==> config.mk <==
export PLATFORM = sky130hd
export DESIGN_NAME = xsra_unit
export DESIGN_NICKNAME = d
export VERILOG_FILES = /design/src/rtl/xsra_pkg.sv /design/src/rtl/xsra_rotmask.sv /design/src/rtl/xsra_shifter.sv /design/src/rtl/xsra_flags.sv /design/src/rtl/xsra_unit.sv
export SDC_FILE = /design/constraint.sdc
export NUM_CORES = 1
export LEC_CHECK = 0
export ABC_AREA = 1
export BUFFER_PORTS_ARGS = -buffer_cell sky130_fd_sc_hd__buf_2
export CORE_ASPECT_RATIO = 0.8
export CORE_UTILIZATION = 53
export DETAILED_ROUTE_END_ITERATION = 8
export GPL_TIMING_DRIVEN = 0
export PLACE_DENSITY = 0.88
export SYNTH_ARGS = -nofsm -noshare
export SYNTH_HDL_FRONTEND = slang
export SYNTH_SLANG_ARGS = --single-unit
==> constraint.sdc <==
create_clock -name clk -period 1.73 [get_ports clk]
set_input_delay 0.173 -clock clk [delete_from_list [all_inputs] [get_ports clk]]
set_output_delay 0.173 -clock clk [all_outputs]
set_load 0.005 [all_outputs]
==> src/rtl/xsra_pkg.sv <==
package xsra_pkg;
  typedef struct packed {
    logic lt;
    logic gt;
    logic eq;
    logic so;
  } cond_t;
endpackage

==> src/rtl/xsra_rotmask.sv <==
module xsra_rotmask #(
  parameter int W  = 32,
  parameter int SW = $clog2(W)
) (
  input  logic [W-1:0]  src,
  input  logic [SW-1:0] cnt,
  output logic [W-1:0]  rot,
  output logic [W-1:0]  mask
);
  function automatic logic [W-1:0] rotr_f(input logic [W-1:0] v, input logic [SW-1:0] n);
    logic [2*W-1:0] dbl;
    dbl = {v, v} >> n;
    return dbl[W-1:0];
  endfunction

  function automatic logic [W-1:0] mask_f(input logic [SW-1:0] n);
    return {W{1'b1}} >> n;
  endfunction

  assign rot  = rotr_f(src, cnt);
  assign mask = mask_f(cnt);
endmodule

==> src/rtl/xsra_shifter.sv <==
module xsra_shifter #(
  parameter int W  = 32,
  parameter int SW = $clog2(W)
) (
  input  logic [W-1:0]  src,
  input  logic [SW-1:0] cnt,
  output logic [W-1:0]  res
);
  logic [W-1:0] stage [SW+1];
  assign stage[0] = src;

  for (genvar k = 0; k < SW; k++) begin : g_stage
    localparam int STEP = 1 << k;
    assign stage[k+1] = cnt[k]
      ? {{STEP{stage[k][W-1]}}, stage[k][W-1:STEP]}
      : stage[k];
  end

  assign res = stage[SW];
endmodule

==> src/rtl/xsra_flags.sv <==
module xsra_flags
  import xsra_pkg::*;
#(
  parameter int W = 32
) (
  input  logic [W-1:0] src,
  input  logic [W-1:0] rot,
  input  logic [W-1:0] mask,
  input  logic [W-1:0] res,
  input  logic         so_in,
  input  logic         rec_en,
  output logic         spill,
  output logic         carry,
  output cond_t        cond,
  output logic         cond_we
);
  assign spill   = |(rot & ~mask);
  assign carry   = src[W-1] & spill;
  assign cond_we = rec_en;

  always_comb begin
    cond = '0;
    if (rec_en) begin
      cond.lt = res[W-1];
      cond.gt = !res[W-1] && (res != '0);
      cond.eq = (res == '0);
      cond.so = so_in;
    end
  end
endmodule

==> src/rtl/xsra_unit.sv <==
module xsra_unit
  import xsra_pkg::*;
#(
  parameter int W          = 32,
  parameter bit REGISTERED = 1'b1
) (
  input  logic         clk,
  input  logic         rst_n,
  input  logic [W-1:0] src_word,
  input  logic [W-1:0] shamt_word,
  input  logic         rec_en,
  input  logic         so_in,
  output logic [W-1:0] res_word,
  output logic [W-1:0] rot_word,
  output logic         carry_out,
  output logic [3:0]   cond_field,
  output logic         cond_we
);
  localparam int SW = $clog2(W);

  logic [SW-1:0] cnt;
  logic [W-1:0]  rot_c, mask_c, res_c;
  logic          spill_c, carry_c, we_c;
  cond_t         cond_c;

  assign cnt = shamt_word[SW-1:0];

  xsra_rotmask #(.W(W), .SW(SW)) u_rot (
    .src(src_word), .cnt(cnt), .rot(rot_c), .mask(mask_c)
  );

  xsra_shifter #(.W(W), .SW(SW)) u_shf (
    .src(src_word), .cnt(cnt), .res(res_c)
  );

  xsra_flags #(.W(W)) u_flg (
    .src(src_word), .rot(rot_c), .mask(mask_c), .res(res_c),
    .so_in(so_in), .rec_en(rec_en), .spill(spill_c), .carry(carry_c),
    .cond(cond_c), .cond_we(we_c)
  );

  if (REGISTERED) begin : g_reg
    always_ff @(posedge clk) begin
      if (!rst_n) begin
        res_word   <= '0;
        rot_word   <= '0;
        carry_out  <= 1'b0;
        cond_field <= '0;
        cond_we    <= 1'b0;
      end else begin
        res_word   <= res_c;
        rot_word   <= rot_c;
        carry_out  <= carry_c;
        cond_field <= cond_c;
        cond_we    <= we_c;
      end
    end

    AST_PIPE_DELAY: assert property (@(posedge clk) disable iff (!rst_n)
      $past(rst_n) |-> (res_word == $past(res_c) && carry_out == $past(carry_c)));
  end else begin : g_comb
    assign res_word   = res_c;
    assign rot_word   = rot_c;
    assign carry_out  = carry_c;
    assign cond_field = cond_c;
    assign cond_we    = we_c;
  end

  AST_LOW_MATCHES_ROT: assert property (@(posedge clk) disable iff (!rst_n)
    ((res_c & mask_c) == (rot_c & mask_c)));
  AST_HIGH_IS_SIGN: assert property (@(posedge clk) disable iff (!rst_n)
    ((res_c & ~mask_c) == (src_word[W-1] ? ~mask_c : '0)));
  AST_ZERO_CNT_ROT: assert property (@(posedge clk) disable iff (!rst_n)
    (cnt == '0) |-> (rot_c == src_word));
  AST_CARRY_NEEDS_SIGN: assert property (@(posedge clk) disable iff (!rst_n)
    carry_c |-> (src_word[W-1] && spill_c));
  AST_ZERO_CNT_NO_CARRY: assert property (@(posedge clk) disable iff (!rst_n)
    (cnt == '0) |-> !carry_c);
  AST_COND_ONEHOT: assert property (@(posedge clk) disable iff (!rst_n)
    rec_en |-> $onehot({cond_c.lt, cond_c.gt, cond_c.eq}));
  AST_COND_QUIET: assert property (@(posedge clk) disable iff (!rst_n)
    !rec_en |-> (cond_c == '0 && !we_c));
endmodule

After elaboration in Yosys (flattened, before gate mapping)
Cells that the tools add are included.

Register bits: 70. Bits in latches: 0. Bits in writable memories: 0. ROM bits: 0. Input port bits: 68. Output and inout port bits: 70. Logic and storage cells: 21. Memories: 0.

Add/sub/neg operators: 0. Multipliers: 0. Div/mod/pow operators: 0. Order comparisons: 0. Eq/ne operators: 0. Shift operators: 2. Muxes and demuxes: 5. Bitwise operators: 3. Reductions and logical operators: 6.

Operator list (count): 31-bit 2-to-1 mux (5); 64-bit by 5-bit >> shifter with 32-bit output (1); 32-bit bitwise AND (1); 32-bit zero test (1); 32-bit inverter (1); 32-bit nonzero test (1); 32-bit OR reduction (1); 32-bit by 5-bit >> shifter with 32-bit output, first input constant (1); 2-bit AND reduction (1); 1-bit bitwise AND (1); 1-bit logical AND (1); 1-bit zero test (1).

Logic depth before layout (Yosys ltp)
Gate-level depths: netlist of the first run.

Depth in word-level cells: 7. Depth in mapped cells: 18. Gate-level depth less buffers: 17.

By module
A second synthesis of the first run with hierarchy kept.

Cell total of the unflattened synthesis: 1170. Area, all modules: 6625.1 um^2.

By module, submodules not included: xsra_rotmask (times used 1, cells each 438, area an instance 2123.3 um^2, seq. area each 0.0 um^2); xsra_unit (times used 1, cells each 218, area an instance 2013.2 um^2, seq. area each 1401.3 um^2); xsra_shifter (times used 1, cells each 386, area an instance 1975.6 um^2, seq. area each 0.0 um^2); xsra_flags (times used 1, cells each 128, area an instance 513.0 um^2, seq. area each 0.0 um^2).

Worst setup path before layout of the first run
No wires, ideal clock.

Kind: input to register. From: in shamt_word[0]. To: reg cond_field[2]. Library setup time: 0.112 ns. Data arrival time: 1.435 ns. Required time: 1.618 ns. Slack: 0.184 ns. Stages: 16. Buffers on the path: 2. Cell sequence: buf_6 buf_4 nand2_1 nand3_2 nand3_1 nand2_1 nand2_2 nand2_1 nand2_1 nand2_1 nor2_1 nand2_1 nor2_1 nand2_1 nor2_1 nor2_1.

Word-level cells in the longest chain between the ends: 7.

Ends and longest elaborated chain: start, declared (line xsra_unit.sv:10) `input logic [W-1:0] shamt_word,`; 31-bit 2-to-1 mux (5 in series) (line xsra_shifter.sv:15) `? {{STEP{stage[k][W-1]}}, stage[k][W-1:STEP]}`; 32-bit nonzero test (line xsra_flags.sv:25) `cond.gt = !res[W-1] && (res != '0);`; 1-bit logical AND (line xsra_flags.sv:25); end signal, assigned (line xsra_unit.sv:54) `cond_field <= cond_c;`; end, declared (line xsra_unit.sv:16) `output logic [3:0] cond_field,`.

No other way between the ends. A chain may end at the register's enable or synchronous reset.

Worst setup path after layout of the first run
From: in shamt_word[1]. To: reg carry_out.

Word-level cells in the longest chain between the ends: 5. Elaborated cells on any way between the ends: 6. Those cells by class: shift: 2; bitwise: 3; reduce/logical: 1.

Ends and longest elaborated chain: 32-bit by 5-bit >> shifter with 32-bit output (line xsra_rotmask.sv:17) `return {W{1'b1}} >> n;`; 32-bit inverter (line xsra_flags.sv:17) `assign spill = |(rot & ~mask);`; 32-bit bitwise AND (*) (line xsra_flags.sv:17); 32-bit OR reduction (*) (line xsra_flags.sv:17); 1-bit bitwise AND (*) (line xsra_flags.sv:18) `assign carry = src[W-1] & spill;`; end signal, assigned (line xsra_unit.sv:53) `carry_out <= carry_c;`; end, declared (line xsra_unit.sv:15) `output logic carry_out,`.

Every way passes the cells marked *; elsewhere a longest branch is shown, timed or not.

==> impl_results.html, run 1 <==
<table>
<tr><th>Metric</th><th>Value</th></tr>
<tr><th colspan="2">Outcome</th></tr>
<tr><td>Outcome</td><td>completed</td></tr>
<tr><th colspan="2">Final layout</th></tr>
<tr><td>Commonest cells after routing, fill and taps aside</td><td>sky130_fd_sc_hd__nand2_1, sky130_fd_sc_hd__nand3_1, sky130_fd_sc_hd__buf_2</td></tr>
<tr><td>Antenna diode count</td><td>0</td></tr>
<tr><td>Count of non-filler cells in the finished layout</td><td>1039</td></tr>
<tr><td>Most common cell after layout, fill and taps aside</td><td>sky130_fd_sc_hd__nand2_1</td></tr>
<tr><td>Nets@finish</td><td>990</td></tr>
<tr><td>Layout cell share with drive strength beyond 1</td><td>0.268</td></tr>
<tr><td>Area growth from synthesis to layout</td><td>25.3%</td></tr>
<tr><td>Utilization of the core after routing</td><td>0.693</td></tr>
<tr><th colspan="2">Synth</th></tr>
<tr><td>Sequential-to-total area share from yosys stat</td><td>0.291</td></tr>
<tr><td>Post-synthesis cell area</td><td>4750 sq um</td></tr>
<tr><td>Number of flip-flops and latches in the synthesized netlist</td><td>69</td></tr>
<tr><td>Simple-gate area share of the yosys netlist</td><td>0.564</td></tr>
<tr><td>Xor-xnor portion of the synthesized cell area</td><td>0</td></tr>
<tr><td>Synthesized-area fraction occupied by ao, oa, aoi and oai cells</td><td>0.0687</td></tr>
<tr><td>Yosys synthesis warning count</td><td>0</td></tr>
<tr><td>Yosys cell types</td><td>24</td></tr>
<tr><td>Cell count after synthesis</td><td>804</td></tr>
<tr><td>Main combinational cell family by area after synthesis</td><td>simple AND/OR/NAND/NOR gates</td></tr>
<tr><td>Net count of the mapped netlist</td><td>872</td></tr>
<tr><td>Share of synthesized area spent on multiplexers</td><td>0</td></tr>
<tr><td>Synth Area per Inst</td><td>5.91 sq um</td></tr>
<tr><td>Area share of fa/ha/maj cells after synthesis</td><td>0</td></tr>
<tr><th colspan="2">Die</th></tr>
<tr><td>Core Region</td><td>8600 sq um</td></tr>
<tr><td>Die Span X</td><td>108 um</td></tr>
<tr><td>Die span in y</td><td>86.7 um</td></tr>
<tr><td>Total Die Area</td><td>9360 sq um</td></tr>
<tr><td>Starting Density</td><td>0.553</td></tr>
<tr><td>Number of standard-cell rows in the floorplan</td><td>30</td></tr>
<tr><td>Top-level port count</td><td>138</td></tr>
<tr><th colspan="2">Min path</th></tr>
<tr><td>Min-Delay Path Class</td><td>input pin to flip-flop</td></tr>
<tr><td>Startpoint of the most critical hold path</td><td>so_in</td></tr>
<tr><th colspan="2">Worst setup path</th></tr>
<tr><td>Most frequent CP cell</td><td>sky130_fd_sc_hd__nand2_1</td></tr>
<tr><td>Crit Path Category</td><td>input pin to flip-flop</td></tr>
<tr><td>Required time of the critical path</td><td>1.97 ns</td></tr>
<tr><td>Worst setup path startpoint</td><td>shamt_word[1]</td></tr>
<tr><td>CP Cell Sequence</td><td>buf_2 &gt; buf_8 &gt; buf_6 &gt; nand3_1 &gt; nand3_2 &gt; nand3_2 &gt; nand2_1 &gt; nand2_1 &gt; nand3_1 &gt; nand2_1 &gt; nor2_1 &gt; nand2_1 &gt; nor2_1 &gt; a21oi_1</td></tr>
<tr><td>Kind of end point of the critical path</td><td>flip-flop</td></tr>
<tr><td>Highest net fanout along the worst path</td><td>10</td></tr>
<tr><td>Highest-delay cell along the critical path</td><td>sky130_fd_sc_hd__buf_8</td></tr>
<tr><td>CP delay by family, top</td><td>simple AND/OR/NAND/NOR gates</td></tr>
<tr><td>CP Buf/Inv Count</td><td>3</td></tr>
<tr><td>Maximum cell stage delay along the critical path</td><td>0.16 ns</td></tr>
<tr><td>Critical Path AT</td><td>1.91 ns</td></tr>
<tr><td>Crit path launch type</td><td>input pin</td></tr>
<tr><th colspan="2">Pwr</th></tr>
<tr><td>Internal power contribution</td><td>3090 uW</td></tr>
<tr><td>Fraction of power consumed by sequential logic</td><td>0.361</td></tr>
<tr><td>Peak supply drop</td><td>0.875 mV</td></tr>
<tr><td>Combinational fraction of design power</td><td>0.335</td></tr>
<tr><td>Leak Pwr</td><td>0.00320 uW</td></tr>
<tr><td>Overall power of the completed layout</td><td>4850 uW</td></tr>
<tr><td>Switching Share</td><td>0.363</td></tr>
<tr><td>Power density over the cells</td><td>814 nW/um^2</td></tr>
<tr><td>Clock share of power</td><td>0.303</td></tr>
<tr><td>Net switching power</td><td>1760 uW</td></tr>
<tr><th colspan="2">GRT</th></tr>
<tr><td>GRT overflow</td><td>0</td></tr>
<tr><td>Pin count of the biggest net entering global routing</td><td>13</td></tr>
<tr><td>Wire length of the first global-routing pass</td><td>29800 um</td></tr>
<tr><td>Vias in the first global route</td><td>5655</td></tr>
<tr><td>Antenna violations before repair</td><td>0</td></tr>
<tr><td>Total routing resource utilization after global routing</td><td>0.433</td></tr>
<tr><th colspan="2">STA</th></tr>
<tr><td>Shortest clock period the worst path allows after layout</td><td>1.67 ns</td></tr>
<tr><td>Max Clock Freq</td><td>598 MHz</td></tr>
<tr><td>Share of the clock period used by the worst path after layout</td><td>0.967</td></tr>
<tr><td>Worst Max-Slew Pin Slew</td><td>0.788 ns</td></tr>
<tr><td>Max-Slew Margin vs Limit</td><td>0.475</td></tr>
<tr><td>Final number of hold-violating endpoints</td><td>0</td></tr>
<tr><td>Final Setup Violations</td><td>0</td></tr>
<tr><td>Number of max-slew violations in the final report</td><td>0</td></tr>
<tr><th colspan="2">Routing</th></tr>
<tr><td>Final WL</td><td>20200 um</td></tr>
<tr><td>Iteration-0 DRC count of the detailed router</td><td>975</td></tr>
<tr><td>Routed vias/inst</td><td>6.13</td></tr>
<tr><td>Routed length per placed instance</td><td>19.4 um</td></tr>
<tr><td>First-pass iteration count of the detailed router</td><td>6</td></tr>
<tr><td>Via count</td><td>6366</td></tr>
<tr><td>Remaining routing DRC violations</td><td>0</td></tr>
<tr><td>Residual antenna-violating net count after detailed routing</td><td>0</td></tr>
<tr><th colspan="2">Placement</th></tr>
<tr><td>Port bufs</td><td>106</td></tr>
<tr><td>Final RePlAce weighted congestion</td><td>1.06</td></tr>
<tr><td>Post-DP HPWL</td><td>15800 um</td></tr>
<tr><td>Total instance count after detailed placement</td><td>1022</td></tr>
<tr><th colspan="2">Clock network</th></tr>
<tr><td>Sinks on Clock Net</td><td>69</td></tr>
<tr><td>Root cell of the clock tree</td><td>sky130_fd_sc_hd__clkbuf_8</td></tr>
<tr><td>CTS tree</td><td>done</td></tr>
<tr><td>CTS hold repair buffers</td><td>0</td></tr>
<tr><td>Clock Tree Buf Depth</td><td>2</td></tr>
<tr><td>Clock-pin slew of the registers on the worst-case setup and hold paths</td><td>0.07 ns</td></tr>
<tr><td>H-tree depth</td><td>3</td></tr>
<tr><td>Clock buffer count from CTS</td><td>9</td></tr>
<tr><th colspan="2">Run</th></tr>
<tr><td>Maximum Capacitance Violations</td><td>0</td></tr>
</table>
[final timing paths]
kind | cells past startpoint | slack, ns | to
max | 14 | 0.06 | carry_out
min | 3 | 0.03 | cond_field[0]
[layer usage]
layer / vias up / share of wire / track usage
met5: - / 0 / 0
met4: 0 / 0.039 / 0.164
met3: 81 / 0.15 / 0.170
met2: 535 / 0.41 / 0.632
met1: 2850 / 0.40 / 0.571
li1: 2900 / - / -
[logic make-up after synthesis]
family,Yosys count
buf+inv,75
flops,69
compound gates,65
simple gates,595
[stage by stage]
stage	cell area (sq um)	hold slack, ns	TNS (ns)	setup WS (ns)
2_1_floorplan	4750	0.285	0	0.184
3_3_place_gp	5430	0.391	-1.49	-0.519
3_5_place_dp	5430	0.395	-1.43	-0.516
4_1_cts	5670	0.0303	0	0.0170
5_1_grt	5960	0.0334	-0.0369	-0.0271
6_report	5960	0.0310	0	0.0576
[cell usage after synthesis]
master	n	share of area
sky130_fd_sc_hd__nand3_1	210	0.22
sky130_fd_sc_hd__nand4_1	4	0.0053
sky130_fd_sc_hd__a31oi_1	1	0.0013
sky130_fd_sc_hd__buf_12	1	0.0042
sky130_fd_sc_hd__buf_2	15	0.016
sky130_fd_sc_hd__o21ai_0	11	0.012
sky130_fd_sc_hd__inv_4	1	0.0013
sky130_fd_sc_hd__a21oi_1	51	0.054
sky130_fd_sc_hd__and3_1	1	0.0013
sky130_fd_sc_hd__buf_6	4	0.0095
sky130_fd_sc_hd__buf_4	4	0.0063
sky130_fd_sc_hd__buf_1	10	0.0079
sky130_fd_sc_hd__nand3_2	14	0.029
sky130_fd_sc_hd__clkbuf_1	20	0.016
sky130_fd_sc_hd__dfxtp_1	69	0.29
sky130_fd_sc_hd__nand2_4	3	0.0071
sky130_fd_sc_hd__inv_1	16	0.013
sky130_fd_sc_hd__o21ai_1	2	0.0021
sky130_fd_sc_hd__nor3_2	1	0.0021
sky130_fd_sc_hd__or2_2	4	0.0053
sky130_fd_sc_hd__nand2_2	19	0.025
sky130_fd_sc_hd__nor2_1	52	0.041
sky130_fd_sc_hd__inv_2	4	0.0032
sky130_fd_sc_hd__nand2_1	287	0.23
[cell type report]
| cell class | count | area, sq um |
|---|---|---|
| Multi-Input combinational cell | 660 | 3240 |
| Fill cell | 781 | 2640 |
| Sequential cell | 69 | 1380 |
| Timing Repair Buffer | 107 | 538 |
| Buffer | 54 | 347 |
| Tap cell | 112 | 140 |
| Clock buffer | 10 | 138 |
| Clock inverter | 6 | 86.3 |
| Inverter | 21 | 83.8 |
[registers in the layout (all words and copies together) (netlist names)]
signal and cells:
carry_out 1, rot_word 31, cond_we 1, cond_field 4, res_word 32
[power groups by stage]
stage               clock [uW]  sequential, uW  combinational, uW
global placement             0            1780               1440
CTS                       1480            1750               1470
detailed placement           0            1780               1450
finish                    1470            1750               1630
global route              1550            1760               1740
floorplan                    0            1810                900
[repair_timing]
| item | in CTS | in global routing |
|---|---|---|
| setup endpoints to repair | 3 | 3 |
| setup buffers | 0 | 1 |
| gates resized for setup | 7 | 78 |
| pin swaps | 0 | 2 |
[worst min-delay path, cell delays in order]
cell and delay (ns):
sky130_fd_sc_hd__buf_2 0.09, sky130_fd_sc_hd__inv_1 0.04, sky130_fd_sc_hd__nor2_1 0.03
No activity file was read; power rests on OpenSTA's default activity.
==> inputs of run 2 (changes only) <==
--- a/config.mk
+++ b/config.mk
@@ -7,8 +7,10 @@
 export LEC_CHECK = 0
 export ABC_AREA = 1
 export BUFFER_PORTS_ARGS = -buffer_cell sky130_fd_sc_hd__buf_2
-export CORE_ASPECT_RATIO = 0.8
-export CORE_UTILIZATION = 53
+export CELL_PAD_IN_SITES_DETAIL_PLACEMENT = 1
+export CELL_PAD_IN_SITES_GLOBAL_PLACEMENT = 1
+export CORE_ASPECT_RATIO = 1.25
+export CORE_UTILIZATION = 35
 export DETAILED_ROUTE_END_ITERATION = 8
 export GPL_TIMING_DRIVEN = 0
 export PLACE_DENSITY = 0.88
==> run 2 against run 1 <==
  * Design area rose by 8.9%
  * Worst setup slack improved by 0.012 ns
  * Largest cell class unchanged
  * Critical endpoint is now cond_field[2]
  * Sequential cell count did not move
  * Total power rose by 7.4%
  * Non-clock buffer count rose by 8
==> impl_results.html, run 2 (same netlist as run 1, synthesis figures left out) <==
<table>
<tr><th>Metric</th><th>Value</th></tr>
<tr><th colspan="2">Outcome</th></tr>
<tr><td>Outcome</td><td>completed</td></tr>
<tr><th colspan="2">Final layout</th></tr>
<tr><td>Nets@finish</td><td>998</td></tr>
<tr><td>Antenna diode count</td><td>0</td></tr>
<tr><td>Register with the most flip-flops</td><td>res_word</td></tr>
<tr><td>Max reg flops</td><td>32</td></tr>
<tr><td>Count of non-filler cells in the finished layout</td><td>1106</td></tr>
<tr><td>Commonest cells after routing, fill and taps aside</td><td>sky130_fd_sc_hd__nand2_1, sky130_fd_sc_hd__nand3_1, sky130_fd_sc_hd__buf_2</td></tr>
<tr><td>Most common cell after layout, fill and taps aside</td><td>sky130_fd_sc_hd__nand2_1</td></tr>
<tr><td>Area growth from synthesis to layout</td><td>36.5%</td></tr>
<tr><td>Finished Cell Area</td><td>6490 sq um</td></tr>
<tr><td>Utilization of the core after routing</td><td>0.490</td></tr>
<tr><td>Layout cell share with drive strength beyond 1</td><td>0.344</td></tr>
<tr><td>Largest registers</td><td>res_word (32), rot_word (31), cond_field (4)</td></tr>
<tr><th colspan="2">Routing</th></tr>
<tr><td>First-pass iteration count of the detailed router</td><td>5</td></tr>
<tr><td>Remaining routing DRC violations</td><td>0</td></tr>
<tr><td>Routed length per placed instance</td><td>21.0 um</td></tr>
<tr><td>Iteration-0 DRC count of the detailed router</td><td>426</td></tr>
<tr><td>Final WL</td><td>23200 um</td></tr>
<tr><td>Residual antenna-violating net count after detailed routing</td><td>0</td></tr>
<tr><td>Routed vias/inst</td><td>5.69</td></tr>
<tr><td>Via count</td><td>6298</td></tr>
<tr><th colspan="2">STA</th></tr>
<tr><td>Number of max-slew violations in the final report</td><td>0</td></tr>
<tr><td>Max Clock Freq</td><td>602 MHz</td></tr>
<tr><td>Max-Slew Margin vs Limit</td><td>0.548</td></tr>
<tr><td>Final Setup Violations</td><td>0</td></tr>
<tr><td>Worst Max-Slew Pin Slew</td><td>0.678 ns</td></tr>
<tr><td>Shortest clock period the worst path allows after layout</td><td>1.66 ns</td></tr>
<tr><td>Final number of hold-violating endpoints</td><td>0</td></tr>
<tr><td>Share of the clock period used by the worst path after layout</td><td>0.960</td></tr>
<tr><td>Min setup slack post-route</td><td>0.0693 ns</td></tr>
<tr><td>Worst slack on hold paths</td><td>0.0795 ns</td></tr>
<tr><th colspan="2">GRT</th></tr>
<tr><td>Met3 track demand over resource in global routing</td><td>0.0504</td></tr>
<tr><td>Pin count of the biggest net entering global routing</td><td>14</td></tr>
<tr><td>GRT overflow</td><td>0</td></tr>
<tr><td>Vias in the first global route</td><td>6159</td></tr>
<tr><td>Most Crowded Layer GR</td><td>met2</td></tr>
<tr><td>Wire length of the first global-routing pass</td><td>34400 um</td></tr>
<tr><td>Total routing resource utilization after global routing</td><td>0.323</td></tr>
<tr><td>Global routing usage on met2</td><td>0.534</td></tr>
<tr><td>Met1 capacity usage during global routing</td><td>0.396</td></tr>
<tr><td>Antenna violations before repair</td><td>0</td></tr>
<tr><th colspan="2">Min path</th></tr>
<tr><td>Min-Delay Path Class</td><td>input pin to flip-flop</td></tr>
<tr><th colspan="2">Run</th></tr>
<tr><td>Maximum Capacitance Violations</td><td>0</td></tr>
<tr><th colspan="2">Worst setup path</th></tr>
<tr><td>Required time of the critical path</td><td>1.96 ns</td></tr>
<tr><td>Crit path launch type</td><td>input pin</td></tr>
<tr><td>CP Buf/Inv Count</td><td>1</td></tr>
<tr><td>CP delay by family, top</td><td>simple AND/OR/NAND/NOR gates</td></tr>
<tr><td>CP Cell Sequence</td><td>buf_4 &gt; nand2_1 &gt; nand2_1 &gt; nand2_2 &gt; nand2_1 &gt; nand2_1 &gt; nand2_1 &gt; nand2_1 &gt; nand2_1 &gt; nand2_1 &gt; nand2_1 &gt; nor2_1 &gt; nand2_1 &gt; nor2_2 &gt; nand2_2 &gt; nor2_1 &gt; nor2_1</td></tr>
<tr><td>Most frequent CP cell</td><td>sky130_fd_sc_hd__nand2_1</td></tr>
<tr><td>Crit Path Category</td><td>input pin to flip-flop</td></tr>
<tr><td>Critical Path AT</td><td>1.89 ns</td></tr>
<tr><td>Maximum cell stage delay along the critical path</td><td>0.18 ns</td></tr>
<tr><td>Highest-delay cell along the critical path</td><td>sky130_fd_sc_hd__buf_4</td></tr>
<tr><td>Highest net fanout along the worst path</td><td>9</td></tr>
<tr><td>Kind of end point of the critical path</td><td>flip-flop</td></tr>
<tr><th colspan="2">Clock network</th></tr>
<tr><td>Clock Tree Buf Depth</td><td>2</td></tr>
<tr><td>H-tree depth</td><td>3</td></tr>
<tr><td>Root cell of the clock tree</td><td>sky130_fd_sc_hd__clkbuf_16</td></tr>
<tr><td>Sinks on Clock Net</td><td>69</td></tr>
<tr><td>Clock-pin slew of the registers on the worst-case setup and hold paths</td><td>0.05 ns</td></tr>
<tr><td>CTS tree</td><td>done</td></tr>
<tr><td>CTS hold repair buffers</td><td>0</td></tr>
<tr><td>Clock buffer count from CTS</td><td>9</td></tr>
<tr><th colspan="2">Die</th></tr>
<tr><td>Number of standard-cell rows in the floorplan</td><td>47</td></tr>
<tr><td>Total Die Area</td><td>14100 sq um</td></tr>
<tr><td>Die Span X</td><td>106 um</td></tr>
<tr><td>Starting Density</td><td>0.359</td></tr>
<tr><td>Top-level port count</td><td>138</td></tr>
<tr><td>Core Region</td><td>13200 sq um</td></tr>
<tr><td>Die span in y</td><td>132 um</td></tr>
<tr><th colspan="2">Placement</th></tr>
<tr><td>Post-DP HPWL</td><td>18200 um</td></tr>
<tr><td>Total instance count after detailed placement</td><td>1081</td></tr>
<tr><td>Setup slack after placement</td><td>-0.539 ns</td></tr>
<tr><td>Port bufs</td><td>106</td></tr>
<tr><td>Placed inst area</td><td>5500 sq um</td></tr>
<tr><td>Final RePlAce weighted congestion</td><td>1.01</td></tr>
<tr><th colspan="2">Pwr</th></tr>
<tr><td>Power density over the cells</td><td>802 nW/um^2</td></tr>
<tr><td>Peak supply drop</td><td>0.517 mV</td></tr>
<tr><td>Leak Pwr</td><td>0.00340 uW</td></tr>
</table>
==> run 2: cell types whose count changed in the layout (fill, tap and decap cells not counted), sizes merged <==
cell      delta
bufinv       -2
clkinvlp     -1
inv          +2
clkinv       +2
clkbuf       +2
buf          +5
==> run 2: timing repair <==
item                       4_1_cts  5_1_grt
setup endpoints to repair        3        3
resized for setup               21      149
cloned                           0        1
pin swaps                        0        8
setup buffers                    0        8
==> run 2: report_power, final <==
group / switching, uW / internal [uW]
clock: 716 / 975
combinational: 1180 / 581
sequential: 30.1 / 1720
total: 1930 / 3280
==> run 2: area by class of cell <==
class / count / area [sq um]
fillers: 1813 / 6740
plain buffers: 54 / 383
repair buffers: 115 / 618
clock buffers: 9 / 225
flip-flops and latches: 69 / 1380
inverters: 21 / 88.8
multi-input cells: 660 / 3530
clock inverters: 7 / 50.0
well taps: 171 / 214
==> run 2: through the flow <==
stage	setup TNS (ns)	total power (uW)
after floorplan	0	2710
after global placement	-2.53	3260
after detailed placement	-2.59	3290
after CTS	0	5000
after global routing	-0.0495	5460
final	0	5210
==> run 2: path summary, 6_finish.rpt <==
check | cells past startpoint | startpoint | end | slack [ns]
min | 3 | so_in | cond_field[0] | 0.08
max | 17 | src_word[31] | cond_field[2] | 0.07
==> run 2: tightest hold or removal path: stages <==
cell and delay [ns]:
sky130_fd_sc_hd__buf_2 0.10, sky130_fd_sc_hd__inv_1 0.05, sky130_fd_sc_hd__nor2_1 0.04
==> run 2: layer usage <==
layer,share of wire,wire length (um)
met5,0,0
met4,0.054,1260
met3,0.058,1340
met2,0.49,11400
met1,0.40,9210
==> inputs of run 3 (changes only) <==
--- a/config.mk
+++ b/config.mk
@@ -10,10 +10,11 @@
 export CELL_PAD_IN_SITES_DETAIL_PLACEMENT = 1
 export CELL_PAD_IN_SITES_GLOBAL_PLACEMENT = 1
 export CORE_ASPECT_RATIO = 1.25
-export CORE_UTILIZATION = 35
+export CORE_UTILIZATION = 38
 export DETAILED_ROUTE_END_ITERATION = 8
 export GPL_TIMING_DRIVEN = 0
-export PLACE_DENSITY = 0.88
+export PLACE_DENSITY = 0.89
 export SYNTH_ARGS = -nofsm -noshare
 export SYNTH_HDL_FRONTEND = slang
+export SYNTH_HIERARCHICAL = 1
 export SYNTH_SLANG_ARGS = --single-unit
==> run 3 against run 2 <==
  * The run now ends with negative setup slack left
  * Sequential power about the same
  * Largest power group unchanged
  * Sequential cell count increased by 1
  * Wire length increased by 52%
  * Via count increased by 50%
  * Largest cell class unchanged
==> impl_results.html, run 3 <==
<table>
<tr><th>Metric</th><th>Value</th></tr>
<tr><th colspan="2">Placement</th></tr>
<tr><td>Setup slack after placement</td><td>-0.561 ns</td></tr>
<tr><td>Final RePlAce weighted congestion</td><td>1.01</td></tr>
<tr><td>Post-DP HPWL</td><td>23800 um</td></tr>
<tr><td>Port bufs</td><td>107</td></tr>
<tr><th colspan="2">Routing</th></tr>
<tr><td>Via count</td><td>9454</td></tr>
<tr><td>First-pass iteration count of the detailed router</td><td>5</td></tr>
<tr><td>Iteration-0 DRC count of the detailed router</td><td>842</td></tr>
<tr><td>Routed vias/inst</td><td>6.20</td></tr>
<tr><td>Residual antenna-violating net count after detailed routing</td><td>0</td></tr>
<tr><td>Final WL</td><td>35200 um</td></tr>
<tr><td>Routed length per placed instance</td><td>23.1 um</td></tr>
<tr><td>Remaining routing DRC violations</td><td>0</td></tr>
<tr><th colspan="2">STA</th></tr>
<tr><td>Max-Slew Margin vs Limit</td><td>0.664</td></tr>
<tr><td>Number of max-slew violations in the final report</td><td>0</td></tr>
<tr><td>Share of the clock period used by the worst path after layout</td><td>1.07</td></tr>
<tr><td>Final number of hold-violating endpoints</td><td>0</td></tr>
<tr><td>Max Clock Freq</td><td>542 MHz</td></tr>
<tr><td>Shortest clock period the worst path allows after layout</td><td>1.85 ns</td></tr>
<tr><td>Final Setup Violations</td><td>2</td></tr>
<tr><td>Worst Max-Slew Pin Slew</td><td>0.505 ns</td></tr>
<tr><td>Min setup slack post-route</td><td>-0.116 ns</td></tr>
<tr><td>Worst slack on hold paths</td><td>0.105 ns</td></tr>
<tr><th colspan="2">Clock network</th></tr>
<tr><td>Clock buffer count from CTS</td><td>9</td></tr>
<tr><td>Clock-pin slew of the registers on the worst-case setup and hold paths</td><td>0.05 ns</td></tr>
<tr><td>CTS tree</td><td>done</td></tr>
<tr><td>Sinks on Clock Net</td><td>70</td></tr>
<tr><td>H-tree depth</td><td>3</td></tr>
<tr><td>Clock Tree Buf Depth</td><td>2</td></tr>
<tr><td>CTS hold repair buffers</td><td>0</td></tr>
<tr><td>Root cell of the clock tree</td><td>sky130_fd_sc_hd__clkbuf_16</td></tr>
<tr><th colspan="2">Die</th></tr>
<tr><td>Die span in y</td><td>150 um</td></tr>
<tr><td>Top-level port count</td><td>138</td></tr>
<tr><td>Number of standard-cell rows in the floorplan</td><td>53</td></tr>
<tr><td>Die Span X</td><td>120 um</td></tr>
<tr><td>Starting Density</td><td>0.392</td></tr>
<tr><td>Core Region</td><td>16900 sq um</td></tr>
<tr><td>Total Die Area</td><td>18000 sq um</td></tr>
<tr><th colspan="2">Final layout</th></tr>
<tr><td>Utilization of the core after routing</td><td>0.559</td></tr>
<tr><td>Combined area of the multi-input logic cells</td><td>5390 sq um</td></tr>
<tr><td>Commonest cells after routing, fill and taps aside</td><td>sky130_fd_sc_hd__nand2_1, sky130_fd_sc_hd__nand3_1, sky130_fd_sc_hd__nand3_2</td></tr>
<tr><td>Most common cell after layout, fill and taps aside</td><td>sky130_fd_sc_hd__nand2_1</td></tr>
<tr><td>Largest registers</td><td>res_word (32), rot_word (32), cond_field (4)</td></tr>
<tr><td>Layout cell share with drive strength beyond 1</td><td>0.405</td></tr>
<tr><td>Sequential cell area in the final layout</td><td>1400 sq um</td></tr>
<tr><td>Nets@finish</td><td>1368</td></tr>
<tr><td>Number of filler instances in the final layout</td><td>2277</td></tr>
<tr><td>Area growth from synthesis to layout</td><td>42.8%</td></tr>
<tr><td>Antenna diode count</td><td>0</td></tr>
<tr><th colspan="2">Pwr</th></tr>
<tr><td>Peak supply drop</td><td>0.810 mV</td></tr>
<tr><td>Switching Share</td><td>0.378</td></tr>
<tr><td>Net switching power</td><td>2470 uW</td></tr>
<tr><td>Leak Pwr</td><td>0.00524 uW</td></tr>
<tr><td>Power density over the cells</td><td>693 nW/um^2</td></tr>
<tr><td>Fraction of power consumed by sequential logic</td><td>0.272</td></tr>
<tr><td>Clock share of power</td><td>0.322</td></tr>
<tr><td>Internal power contribution</td><td>4080 uW</td></tr>
<tr><td>Combinational fraction of design power</td><td>0.405</td></tr>
<tr><th colspan="2">GRT</th></tr>
<tr><td>Vias in the first global route</td><td>9089</td></tr>
<tr><td>GRT overflow</td><td>0</td></tr>
<tr><td>Wire length of the first global-routing pass</td><td>46700 um</td></tr>
<tr><td>Pin count of the biggest net entering global routing</td><td>12</td></tr>
<tr><td>Antenna violations before repair</td><td>0</td></tr>
<tr><td>Total routing resource utilization after global routing</td><td>0.338</td></tr>
<tr><th colspan="2">Run</th></tr>
<tr><td>Maximum Capacitance Violations</td><td>0</td></tr>
<tr><th colspan="2">Worst setup path</th></tr>
<tr><td>Crit path launch type</td><td>input pin</td></tr>
<tr><td>Kind of end point of the critical path</td><td>flip-flop</td></tr>
<tr><td>Required time of the critical path</td><td>1.97 ns</td></tr>
<tr><td>Critical Path AT</td><td>2.09 ns</td></tr>
<tr><td>Crit Path Category</td><td>input pin to flip-flop</td></tr>
<tr><td>Highest net fanout along the worst path</td><td>10</td></tr>
<tr><th colspan="2">Min path</th></tr>
<tr><td>Worst Hold End</td><td>cond_field[0]</td></tr>
<tr><td>Startpoint of the most critical hold path</td><td>so_in</td></tr>
<tr><td>Min-Delay Path Class</td><td>input pin to flip-flop</td></tr>
<tr><td>Worst Hold Depth</td><td>5</td></tr>
<tr><th colspan="2">Synth</th></tr>
<tr><td>Yosys synthesis warning count</td><td>6</td></tr>
<tr><td>Cell count after synthesis</td><td>1169</td></tr>
<tr><td>Post-synthesis cell area</td><td>6620 sq um</td></tr>
<tr><td>Net count of the mapped netlist</td><td>1237</td></tr>
<tr><td>Synth Area per Inst</td><td>5.66 sq um</td></tr>
<tr><th colspan="2">Outcome</th></tr>
<tr><td>Outcome</td><td>complete, but fails checks</td></tr>
<tr><td>Violated checks</td><td>negative setup slack</td></tr>
</table>
==> run 3: power by group through the flow <==
stage	sequential [uW]	combinational, uW	clock [uW]
floorplan	1830	1290	0
global placement	1810	1980	0
detailed placement	1810	2040	0
CTS	1780	2090	2150
global route	1790	2810	2200
finish	1780	2660	2110
==> run 3: metal layers <==
layer	global-route usage	part of all wire	vias up
met2	0.600	0.49	652
met4	0.299	0.086	0
li1	-	-	4063
met1	0.343	0.35	4516
met5	0	0	-
met3	0.0511	0.071	223
==> run 3: worst max-delay path by stage <==
| stage | from | to | slack [ns] | cells past startpoint |
|---|---|---|---|---|
| floorplan | shamt_word[0] | cond_field[2] | 0.07 | 18 |
| global route | shamt_word[1] | carry_out | -0.15 | 17 |
| global placement | shamt_word[3] | carry_out | -0.56 | 14 |
| CTS | shamt_word[1] | cond_field[2] | 0.003 | 15 |
| detailed placement | shamt_word[3] | carry_out | -0.56 | 14 |
| finish | shamt_word[1] | carry_out | -0.12 | 17 |
==> run 3: through the flow <==
| step | std cells | TNS (ns) | total power (uW) | instance area (sq um) |
|---|---|---|---|---|
| 2_1_floorplan | 1169 | 0 | 3120 | 6620 |
| 3_3_place_gp | 1496 | -1.24 | 3790 | 7430 |
| 3_5_place_dp | 1496 | -1.39 | 3850 | 7430 |
| 4_1_cts | 1511 | 0 | 6030 | 7890 |
| 5_1_grt | 1524 | -0.297 | 6800 | 9450 |
| 6_report | 1524 | -0.125 | 6550 | 9450 |
==> run 3: critical path, stage by stage <==
cell,delay [ns]
sky130_fd_sc_hd__buf_8,0.12
sky130_fd_sc_hd__buf_12,0.16
sky130_fd_sc_hd__clkinv_16,0.08
sky130_fd_sc_hd__clkbuf_16,0.15
sky130_fd_sc_hd__nand3_2,0.22
sky130_fd_sc_hd__nand3_2,0.16
sky130_fd_sc_hd__nand3_1,0.14
sky130_fd_sc_hd__nand3_1,0.13
sky130_fd_sc_hd__nand2_1,0.11
sky130_fd_sc_hd__nand2_1,0.09
sky130_fd_sc_hd__nand2_1,0.05
sky130_fd_sc_hd__nor2_1,0.10
sky130_fd_sc_hd__nand2_1,0.07
sky130_fd_sc_hd__nor2_2,0.12
sky130_fd_sc_hd__a21oi_1,0.08
sky130_fd_sc_hd__nand2_1,0.07
sky130_fd_sc_hd__inv_1,0.03
==> run 3: layout make-up <==
type / count / share of cell area
tap: 220 / 0.0291
buffer: 79 / 0.0825
multi-input combinational: 894 / 0.570
sequential: 70 / 0.148
inverter: 126 / 0.0553
clock inverter: 4 / 0.0101
clock buffer: 11 / 0.0257
timing repair buffer: 120 / 0.0788
==> run 3: repair_timing <==
item	4_1_cts	5_1_grt
endpoints found under the setup margin	3	3
buffers inserted	0	8
pin swaps	1	36
cloned	0	5
resized for setup	39	354
